## config.mk

```make
export PLATFORM = sky130hd
export DESIGN_NAME = rx_byte_queue
export DESIGN_NICKNAME = d
export VERILOG_FILES = /design/src/rtl/rxq_pkg.sv /design/src/rtl/rxq_store.sv /design/src/rtl/rxq_ptrs.sv /design/src/rtl/rxq_flags.sv /design/src/rtl/rx_byte_queue.sv
export SDC_FILE = /design/constraint.sdc
export NUM_CORES = 1
export LEC_CHECK = 0
export BUFFER_PORTS_ARGS = -buffer_cell sky130_fd_sc_hd__buf_2
export CAP_MARGIN = 20
export CORE_UTILIZATION = 25
export CTS_CLUSTER_DIAMETER = 30
export CTS_CLUSTER_SIZE = 28
export DETAILED_ROUTE_END_ITERATION = 10
export PLACE_DENSITY = 0.35
export SLEW_MARGIN = 20
export SYNTH_ARGS = -nofsm -noshare
export SYNTH_HDL_FRONTEND = slang
export SYNTH_SLANG_ARGS = --single-unit
```

## constraint.sdc

```tcl
create_clock -name clk -period 8.6 [get_ports clk]
set_input_delay 1.29 -clock clk [delete_from_list [all_inputs] [get_ports clk]]
set_output_delay 1.29 -clock clk [all_outputs]
set_load 0.01 [all_outputs]
```

## src/rtl/rxq_pkg.sv

```systemverilog
package rxq_pkg;
  // Reception state of the frame currently arriving
  typedef enum logic [1:0] {
    FR_IDLE,  // between frames
    FR_PEND,  // stored, waiting for the filter
    FR_KEEP,  // accepted, bytes are valid as they land
    FR_DROP   // rejected, remaining bytes discarded
  } frame_st_e;
endpackage

```

## src/rtl/rxq_store.sv

```systemverilog
module rxq_store #(
  parameter int DEPTH = 128,
  parameter int DW    = 8,
  parameter int AW    = $clog2(DEPTH)
) (
  input  logic          clk,
  input  logic          we,
  input  logic [AW-1:0] waddr,
  input  logic [DW-1:0] wdata,
  input  logic          re,
  input  logic [AW-1:0] raddr,
  output logic [DW-1:0] rdata
);
  // Simple dual-port array, synchronous read, no reset on contents
  logic [DW-1:0] mem [DEPTH];

  always_ff @(posedge clk) begin
    if (we) mem[waddr] <= wdata;
  end

  always_ff @(posedge clk) begin
    if (re) rdata <= mem[raddr];
  end
endmodule

```

## src/rtl/rxq_ptrs.sv

```systemverilog
module rxq_ptrs
  import rxq_pkg::*;
#(
  parameter int DEPTH = 128,
  parameter int AW    = $clog2(DEPTH),
  parameter int PW    = AW + 1
) (
  input  logic          clk,
  input  logic          rst,
  input  logic          flush,
  input  logic          wr_valid,
  input  logic          wr_sof,
  input  logic          wr_eof,
  input  logic          filt_en,
  input  logic          filt_accept,
  input  logic          filt_reject,
  input  logic          rd_en,
  output logic          we,
  output logic [AW-1:0] waddr,
  output logic          re,
  output logic [AW-1:0] raddr,
  output logic [PW-1:0] vcount,
  output logic          halted,
  output logic          eof_ev,
  output logic          ovf_q,
  output logic          udf_q
);
  frame_st_e     st_q, st_mid, st_d;
  logic [PW-1:0] wp_q, wp_d;   // next slot to write
  logic [PW-1:0] vp_q, vp_d;   // end of valid region
  logic [PW-1:0] rp_q, rp_d;   // next slot to read
  logic [PW-1:0] fs_q, fs_d;   // start of current frame
  logic          halt_q;
  logic [PW-1:0] used, ready;
  logic          full, wr_want, do_wr, ovf_ev, has_ready, do_rd, udf_ev, keep_eof;

  assign used      = wp_q - rp_q;
  assign ready     = vp_q - rp_q;
  assign full      = (used == PW'(DEPTH));
  assign wr_want   = wr_valid && !halt_q &&
                     (wr_sof || st_q == FR_PEND || st_q == FR_KEEP);
  assign do_wr     = wr_want && !full;
  assign ovf_ev    = wr_want && full;
  assign has_ready = (ready != '0);
  assign do_rd     = rd_en && has_ready;
  assign udf_ev    = rd_en && !has_ready && !wr_valid;

  always_comb begin
    wp_d   = wp_q + PW'(do_wr);
    fs_d   = fs_q;
    st_mid = st_q;
    if (wr_want && wr_sof) begin
      fs_d   = wp_q;
      st_mid = filt_en ? FR_PEND : FR_KEEP;
    end
    if (st_mid == FR_PEND && filt_accept) begin
      st_mid = FR_KEEP;
    end else if (st_mid == FR_PEND && filt_reject) begin
      st_mid = FR_DROP;
      wp_d   = fs_d;
    end
    vp_d     = (st_mid == FR_KEEP) ? wp_d : vp_q;
    keep_eof = do_wr && wr_eof && (st_mid == FR_KEEP);
    st_d     = st_mid;
    if (wr_valid && wr_eof && !halt_q) st_d = FR_IDLE;
    if (ovf_ev) st_d = FR_IDLE;
    rp_d = rp_q + PW'(do_rd);
  end

  always_ff @(posedge clk) begin
    if (rst || flush) begin
      wp_q   <= '0;
      vp_q   <= '0;
      rp_q   <= '0;
      fs_q   <= '0;
      st_q   <= FR_IDLE;
      halt_q <= 1'b0;
      ovf_q  <= 1'b0;
      udf_q  <= 1'b0;
    end else begin
      wp_q   <= wp_d;
      vp_q   <= vp_d;
      rp_q   <= rp_d;
      fs_q   <= fs_d;
      st_q   <= st_d;
      halt_q <= halt_q | ovf_ev;
      ovf_q  <= ovf_ev;
      udf_q  <= udf_ev;
    end
  end

  assign we     = do_wr;
  assign waddr  = wp_q[AW-1:0];
  assign re     = do_rd;
  assign raddr  = rp_q[AW-1:0];
  assign vcount = ready;
  assign halted = halt_q;
  assign eof_ev = keep_eof;


  fill_bound_chk: assert property (@(posedge clk) disable iff (rst)
    used <= PW'(DEPTH));


  vld_order_chk: assert property (@(posedge clk) disable iff (rst)
    ready <= used);


  halt_hold_chk: assert property (@(posedge clk) disable iff (rst)
    halt_q && !flush |=> halt_q);
endmodule

```

## src/rtl/rxq_flags.sv

```systemverilog
module rxq_flags #(
  parameter int PW = 8,
  parameter int TW = 7
) (
  input  logic          clk,
  input  logic          rst,
  input  logic          flush,
  input  logic [PW-1:0] vcount,
  input  logic [TW-1:0] thresh,
  input  logic          halted,
  input  logic          eof_ev,
  input  logic          rd_touch,
  output logic          avail,
  output logic          thr
);
  logic hold_q;   // end-of-frame cause, held until the next read access

  always_ff @(posedge clk) begin
    if (rst || flush) begin
      hold_q <= 1'b0;
      avail  <= 1'b0;
      thr    <= 1'b0;
    end else begin
      hold_q <= eof_ev | (hold_q & ~rd_touch);
      avail  <= (vcount != '0) && !halted;
      thr    <= halted || (vcount > PW'(thresh)) || hold_q;
    end
  end
endmodule

```

## src/rtl/rx_byte_queue.sv

```systemverilog
module rx_byte_queue #(
  parameter int DEPTH = 128,
  parameter int DW    = 8,
  parameter int TW    = 7
) (
  input  logic          clk,
  input  logic          rst,
  input  logic          flush,
  input  logic          rx_valid,
  input  logic [DW-1:0] rx_data,
  input  logic          rx_sof,
  input  logic          rx_eof,
  input  logic          filt_en,
  input  logic          filt_accept,
  input  logic          filt_reject,
  input  logic          host_rd,
  output logic [DW-1:0] host_data,
  input  logic [TW-1:0] host_thresh,
  output logic          data_avail,
  output logic          thresh_flag,
  output logic          ovf_pulse,
  output logic          udf_pulse
);
  localparam int AW = $clog2(DEPTH);
  localparam int PW = AW + 1;

  logic          we, re, halted, eof_ev;
  logic [AW-1:0] waddr, raddr;
  logic [PW-1:0] vcount;

  rxq_ptrs #(.DEPTH(DEPTH), .AW(AW), .PW(PW)) u_ptrs (
    .clk(clk), .rst(rst), .flush(flush),
    .wr_valid(rx_valid), .wr_sof(rx_sof), .wr_eof(rx_eof),
    .filt_en(filt_en), .filt_accept(filt_accept), .filt_reject(filt_reject),
    .rd_en(host_rd),
    .we(we), .waddr(waddr), .re(re), .raddr(raddr),
    .vcount(vcount), .halted(halted), .eof_ev(eof_ev),
    .ovf_q(ovf_pulse), .udf_q(udf_pulse)
  );

  rxq_store #(.DEPTH(DEPTH), .DW(DW), .AW(AW)) u_store (
    .clk(clk), .we(we), .waddr(waddr), .wdata(rx_data),
    .re(re), .raddr(raddr), .rdata(host_data)
  );

  rxq_flags #(.PW(PW), .TW(TW)) u_flags (
    .clk(clk), .rst(rst), .flush(flush),
    .vcount(vcount), .thresh(host_thresh), .halted(halted),
    .eof_ev(eof_ev), .rd_touch(host_rd),
    .avail(data_avail), .thr(thresh_flag)
  );


  ovf_sig_chk: assert property (@(posedge clk) disable iff (rst)
    ovf_pulse && !flush |=> thresh_flag && !data_avail);


  udf_empty_chk: assert property (@(posedge clk) disable iff (rst)
    udf_pulse |-> !data_avail);
endmodule

```

* After elaboration in Yosys (flattened, before gate mapping) *
Memories as Yosys holds them, arrays and structs flattened. A register that Yosys moved wholly into a read port is not among the register bits.
Cells that the tools add are included.

word-level totals
  register bits after elaboration = 40
  memory bits (writable) = 1024
  input bits = 25
  output and inout bits = 12
  word-level logic and storage cells = 61
  memories kept = 1

operators by class
  add/subtract/negate cells = 4
  order comparisons = 1
  eq/ne operators = 5
  muxes and demuxes = 9
  bitwise gates (word level) = 4
  reductions and logical operators = 26

memories
  memory       words  width  read ports  clocked after memory_dff  write ports  line             text
  u_store.mem  128    8      1           1                         1            rxq_store.sv:15  logic [DW-1:0] mem [DEPTH];

operators with widths
  cell                                                 count
  two-way mux 8 bit                                    3
  adder 8 x 1 -> 8 bit                                 2
  subtractor 8 bit                                     2
  logical AND 1 bit                                    15
  equality test 8 bit, second input constant           1
  greater-than comparator 8 x 7 -> 1 bit               1
  two-way mux 2 bit                                    4
  nonzero test 8 bit                                   1
  logical OR 1 bit                                     5
  equality test 2 x 1 -> 1 bit, second input constant  2
  equality test 2 bit, second input constant           2
  zero test 1 bit                                      4
  OR reduction 3 bit                                   1
  two-way mux 1 bit                                    2
  bitwise OR 1 bit                                     2
  bitwise AND 1 bit                                    1
  NOT 1 bit                                            1

* Depth between registers and ports, before layout *
  word-level depth = 13
  depth in mapped cells = 21
  gate-level depth less buffers = 16

* Modules after synthesis *
A second synthesis with hierarchy kept.

unflattened totals
  cell total of the unflattened synthesis = 1950
  area total of the unflattened synthesis = 42326.8 µm²

modules (own cells, without submodules)
  module     instances  cells an instance  area each (µm²)  seq. area each (µm²)
  rxq_store  1          1635               39745.6          30989.7
  rxq_ptrs   1          279                2278.4           740.7
  rxq_flags  1          36                 302.8            60.1

* Least setup slack after synthesis *
Ideal clock, no wire load.

  path type = register to register
  start point = register u_ptrs.rp_q[1]
  end point = register u_ptrs.vp_q[4]
  setup time = 70 ps
  data arrival time = 4411 ps
  data required time = 8530 ps
  setup slack = 4118 ps
  stages on the path, launching flop included = 20
  path buffers = 5
  clock period less this slack = 4482 ps
  cells stage by stage = dfxtp_1 buf_2 clkbuf_1 clkbuf_1 inv_1 ha_1 nor2b_1 o31a_1 a311oi_2 mux2i_1 a31o_1 buf_4 buf_6 inv_1 ha_1 ha_1 and3_1 and3_1 or4_1 a21oi_1

between the ends
  word-level cells in the longest chain between the ends = 7

ends and longest elaborated chain
  element                   line            text
  from (decl)               rxq_ptrs.sv:31  logic [PW-1:0] rp_q, rp_d;
  from (signal assigned)    rxq_ptrs.sv:83  rp_q <= rp_d;
  subtractor 8 bit (*)      rxq_ptrs.sv:37  assign used = wp_q - rp_q;
  equality test 8 bit (*)   rxq_ptrs.sv:39  assign full = (used == PW'(DEPTH));
  zero test 1 bit (*)       rxq_ptrs.sv:42  assign do_wr = wr_want && !full;
  logical AND 1 bit (*)     rxq_ptrs.sv:42
  adder 8 x 1 -> 8 bit (*)  rxq_ptrs.sv:49  wp_d = wp_q + PW'(do_wr);
  two-way mux 8 bit         rxq_ptrs.sv:58  end else if (st_mid == FR_PEND && filt_reject) begin
  two-way mux 8 bit (*)     rxq_ptrs.sv:56  if (st_mid == FR_PEND && filt_accept) begin
  to (signal assigned)      rxq_ptrs.sv:82  vp_q <= vp_d;
  to (decl)                 rxq_ptrs.sv:30  logic [PW-1:0] vp_q, vp_d;

Mark *: on every way between the ends. The rest lies on a longest branch, timed or not.
A chain may end at the register's enable or synchronous reset.

* Worst setup path in the final report *
  start point = register u_ptrs.rp_q[4]
  end point = register u_ptrs.vp_q[4]

The elaborated chain is that of the path after synthesis.

==> impl_metrics.json <==
{
  "yosys_most_used_dff": "edfxtp_1",
  "drtIter0Drc": 1897,
  "p_leak_uw": 0.01757,
  "clk-insertion-delay-late_ns": 0.88,
  "ys_ff_latch": 1072,
  "synthArstFlopShare_pct": 0,
  "ir_drop_mv": 0.1572,
  "final_nets": 2457,
  "r2r_start": "u_ptrs.rp_q[4]$_SDFF_PP0_",
  "cp_common_cell": "ha_1",
  "power.density_nw_per_um2": 304.4,
  "synth_cell_types": 64,
  "hp-start": "u_ptrs.vp_q[0]$_SDFFE_PP0P_",
  "clock.fmax_ghz": 0.1900,
  "netSwitchingFraction_pct": 20.74,
  "grt_overflow": 0,
  "fin_skew_ns": 0.06498,
  "synth_area_um2": 42540,
  "fp.dieW_um": 414.5,
  "path_clk_slew_ns": 0.04,
  "critPathKind": "reg2reg",
  "cp_data_required_time_ns": 9.34,
  "grt_pass1_wl_mm": 193.2,
  "rsz0062_at_grt": "no",
  "grt.total_usage_pct": 15.98,
  "slowest_stage": "clkinv_1",
  "syn_area_per_cell_um2": 19.79,
  "drive_gt1_share_pct": 31.84,
  "vias": 22776,
  "cts_buffers": 278,
  "drv_cap": 0,
  "yosysWarnings": 0,
  "gp_congestion": 0.8261,
  "grt_start_max_net_pins": 98,
  "cts_setup_buffers": 0,
  "crit_path_max_fanout": 39,
  "power_frac_comb_pct": 4.6,
  "start_util_pct": 25.16,
  "fin_crit_sh_pct": 61.20,
  "power_frac_clock_pct": 60.8,
  "pin_count": 37,
  "internal-power_uw": 13260,
  "p_sw_uw": 3469,
  "status": "finished clean",
  "critical_path_buf_inv_count": 2,
  "die_y_um": 414.5,
  "syn_inst": 2150,
  "end_kind": "register",
  "area_growth_pct": 29.19,
  "clock-sinks": 1072,
  "cp_top_family": "compound AO/OA/AOI/OAI gates",
  "holdBufCountCts": 0,
  "final_antenna_net_count": 0,
  "clock_path_buffers": 4,
  "fin_cells": 4827,
  "cts_tree": "done",
  "syn-num-nets": 2201,
  "htreeDepth": 5,
  "cts-resized-gates": 0,
  "routed_via_density": 4.718,
  "fp-row-count": 151,
  "drc_errors": 0,
  "cts_root_buffer": "clkbuf_16",
  "seq_power_share_pct": 34.6,
  "crit_start": "u_ptrs.rp_q[4]$_SDFF_PP0_",
  "min_path_type": "reg2reg",
  "layout_min_cycle_time_ns": 5.263,
  "tightest_slew_ns": 1.158,
  "drv_slew": 0,
  "worst_setup_path_start_kind": "register",
  "setup_tns_ns": 0,
  "hold_viol": 0,
  "die_area_um2": 171800,
  "regArea_um2": 31800,
  "grt_pass1_vias": 24793,
  "setup_viol": 0,
  "seq_area_frac_synth_pct": 74.73,
  "worst_path_largest_cell_delay_ns": 0.74,
  "place_hpwl_mm": 82.33,
  "drt-pass1-iter-count": 8,
  "whs_ns": 0.4529,
  "coreArea_um2": 169100,
  "antenna_found_initial": 5,
  "multi_input_area_um2": 10410,
  "drt-total-wl_mm": 137.2,
  "fill_cells": 15984,
  "io_buffers": 36,
  "relSlewSlack_pct": 22.81,
  "synth_edf_count": 1032,
  "wl_per_cell_um": 28.43,
  "cp_cell_sequence": "clkinv_1, ha_1, and2_1, o21a_1, a311oi_2, mux2i_1, a31o_4, inv_1, ha_1, ha_1, and3_1, and3_1, or4_1, a21oi_1",
  "dp_cells": 4340,
  "arrival_ns": 6.00,
  "postLayoutCoreUtil_pct": 32.50
}
-- worst register-to-register path, cell delays in order (launching register included) --
cell	delay (ns)
dfxtp_1	0.50
clkinv_1	0.74
ha_1	0.65
and2_1	0.18
o21a_1	0.18
a311oi_2	0.29
mux2i_1	0.39
a31o_4	0.72
inv_1	0.12
ha_1	0.23
ha_1	0.22
and3_1	0.21
and3_1	0.20
or4_1	0.41
a21oi_1	0.15
-- power groups by stage --
stage | clock, uW | sequential (uW) | combinational, uW
6_report | 10200 | 5790 | 767
5_1_grt | 10600 | 5790 | 827
4_1_cts | 10400 | 5790 | 787
3_5_place_dp | 0 | 5880 | 786
3_3_place_gp | 0 | 5880 | 788
2_1_floorplan | 0 | 5860 | 463
-- placed cells by master (no fill, tap or decap), drive strengths merged, types with 6 or more instances in the layout --
cell      count
clkinv       79
and2          6
mux2i       104
a21oi        40
bufinv       40
a31oi        11
nand3        20
o22ai        11
a221oi       39
mux4        238
nand2        53
a211oi       13
o221ai       10
nor2         41
o21a          6
buf         101
nor3        132
edfxtp     1032
inv          30
ha           25
nand4         6
nor2b        14
dfxtp        40
xor2          7
and3          7
o21ai        61
clkbuf      334
clkinvlp     23
a22oi        25
xnor2        10
-- synth_stat cells, types with 3 or more instances --
| cell | count | area [um^2] |
|---|---|---|
| clkbuf_1 | 66 | 247.7 |
| a22oi_1 | 25 | 187.7 |
| nand3_1 | 20 | 100.1 |
| o22ai_1 | 11 | 68.82 |
| o221ai_1 | 10 | 87.58 |
| buf_1 | 16 | 60.06 |
| buf_2 | 29 | 145.1 |
| inv_2 | 3 | 11.26 |
| a31oi_1 | 11 | 68.82 |
| nor3_1 | 121 | 605.6 |
| a21o_1 | 4 | 30.03 |
| nor2_1 | 41 | 153.9 |
| mux4_2 | 238 | 5360 |
| a221oi_1 | 39 | 341.6 |
| mux2i_1 | 104 | 1041 |
| o21ai_0 | 60 | 300.3 |
| edfxtp_1 | 1032 | 30990 |
| or2_2 | 3 | 18.77 |
| nand2_1 | 53 | 198.9 |
| and2_1 | 6 | 37.54 |
| nor3_2 | 11 | 110.1 |
| ha_1 | 25 | 312.8 |
| nor2b_1 | 14 | 87.58 |
| inv_1 | 19 | 71.32 |
| buf_4 | 4 | 30.03 |
| xnor2_1 | 10 | 87.58 |
| a211oi_1 | 13 | 97.59 |
| and3_1 | 7 | 43.79 |
| o21a_1 | 6 | 45.04 |
| a21oi_1 | 40 | 200.2 |
| xor2_1 | 7 | 61.31 |
| o22a_1 | 3 | 26.28 |
| nand4_1 | 6 | 37.54 |
| o31a_1 | 3 | 26.28 |
| or3_1 | 4 | 25.02 |
| dfxtp_1 | 40 | 800.8 |
| nand2b_1 | 4 | 25.02 |
| buf_6 | 12 | 135.1 |
-- registers in the layout, summed over array words and instances (netlist names) --
register        count
u_flags.avail       1
u_flags.hold_q      1
u_flags.thr         1
u_ptrs.fs_q         8
u_ptrs.halted       1
u_ptrs.ovf_q        1
u_ptrs.rp_q         8
u_ptrs.st_q         2
u_ptrs.udf_q        1
u_ptrs.vp_q         8
u_ptrs.wp_q         8
u_store.mem      1024
u_store.rdata       8
-- metrics by stage --
stage / setup slack (ns) / power, uW / area (um^2)
2_1_floorplan: 4.118 / 6325 / 42540
3_3_place_gp: 3.653 / 6670 / 45410
3_5_place_dp: 3.440 / 6667 / 45600
4_1_cts: 3.384 / 16930 / 54770
5_1_grt: 3.018 / 17220 / 54950
6_report: 3.337 / 16730 / 54960
-- area by class of cell --
class	instances	share of cell area, %
Tap cell	2218	5.050
Clock buffer	332	13.41
Clock inverter	149	3.274
Inverter	23	0.1571
Timing Repair Buffer	103	1.302
Multi-Input combinational cell	928	18.94
Antenna cell	2	0.009107
Sequential cell	1072	57.86
-- kinds of logic (layout without fill, tap and decap cells) --
logic type | after synthesis | after routing | synth area share, %
buffers and inverters | 150 | 607 | 1.656
other | 0 | 2 | 0
xor gates and xnor gates | 17 | 17 | 0.3500
muxes | 342 | 342 | 15.05
DFF | 1072 | 1072 | 74.73
adders and majority gates | 26 | 26 | 0.7824
AOI/OAI and AO/OA | 243 | 243 | 3.856
and+or+nand+nor | 300 | 300 | 3.577
-- final timing paths --
| kind | endpoint | slack (ns) | cells after the start |
|---|---|---|---|
| setup / recovery | u_ptrs.vp_q[4]$_SDFFE_PP0P_ | 3.34 | 14 |
| hold / removal | u_ptrs.vp_q[0]$_SDFFE_PP0P_ | 0.45 | 2 |
| setup reg to reg | u_ptrs.vp_q[4]$_SDFFE_PP0P_ | 3.34 | 14 |
| hold reg to reg | u_ptrs.vp_q[0]$_SDFFE_PP0P_ | 0.45 | 2 |
-- routing by layer --
metal | routed length [um] | track usage [%] | vias up
met5 | 34 | 0 | -
met4 | 4093 | 5.891 | 4
met3 | 6029 | 2.943 | 287
met2 | 66020 | 25.86 | 742
met1 | 61060 | 21.32 | 12137
li1 | - | - | 9606
Note: power is estimated with default switching activity, not from simulation.
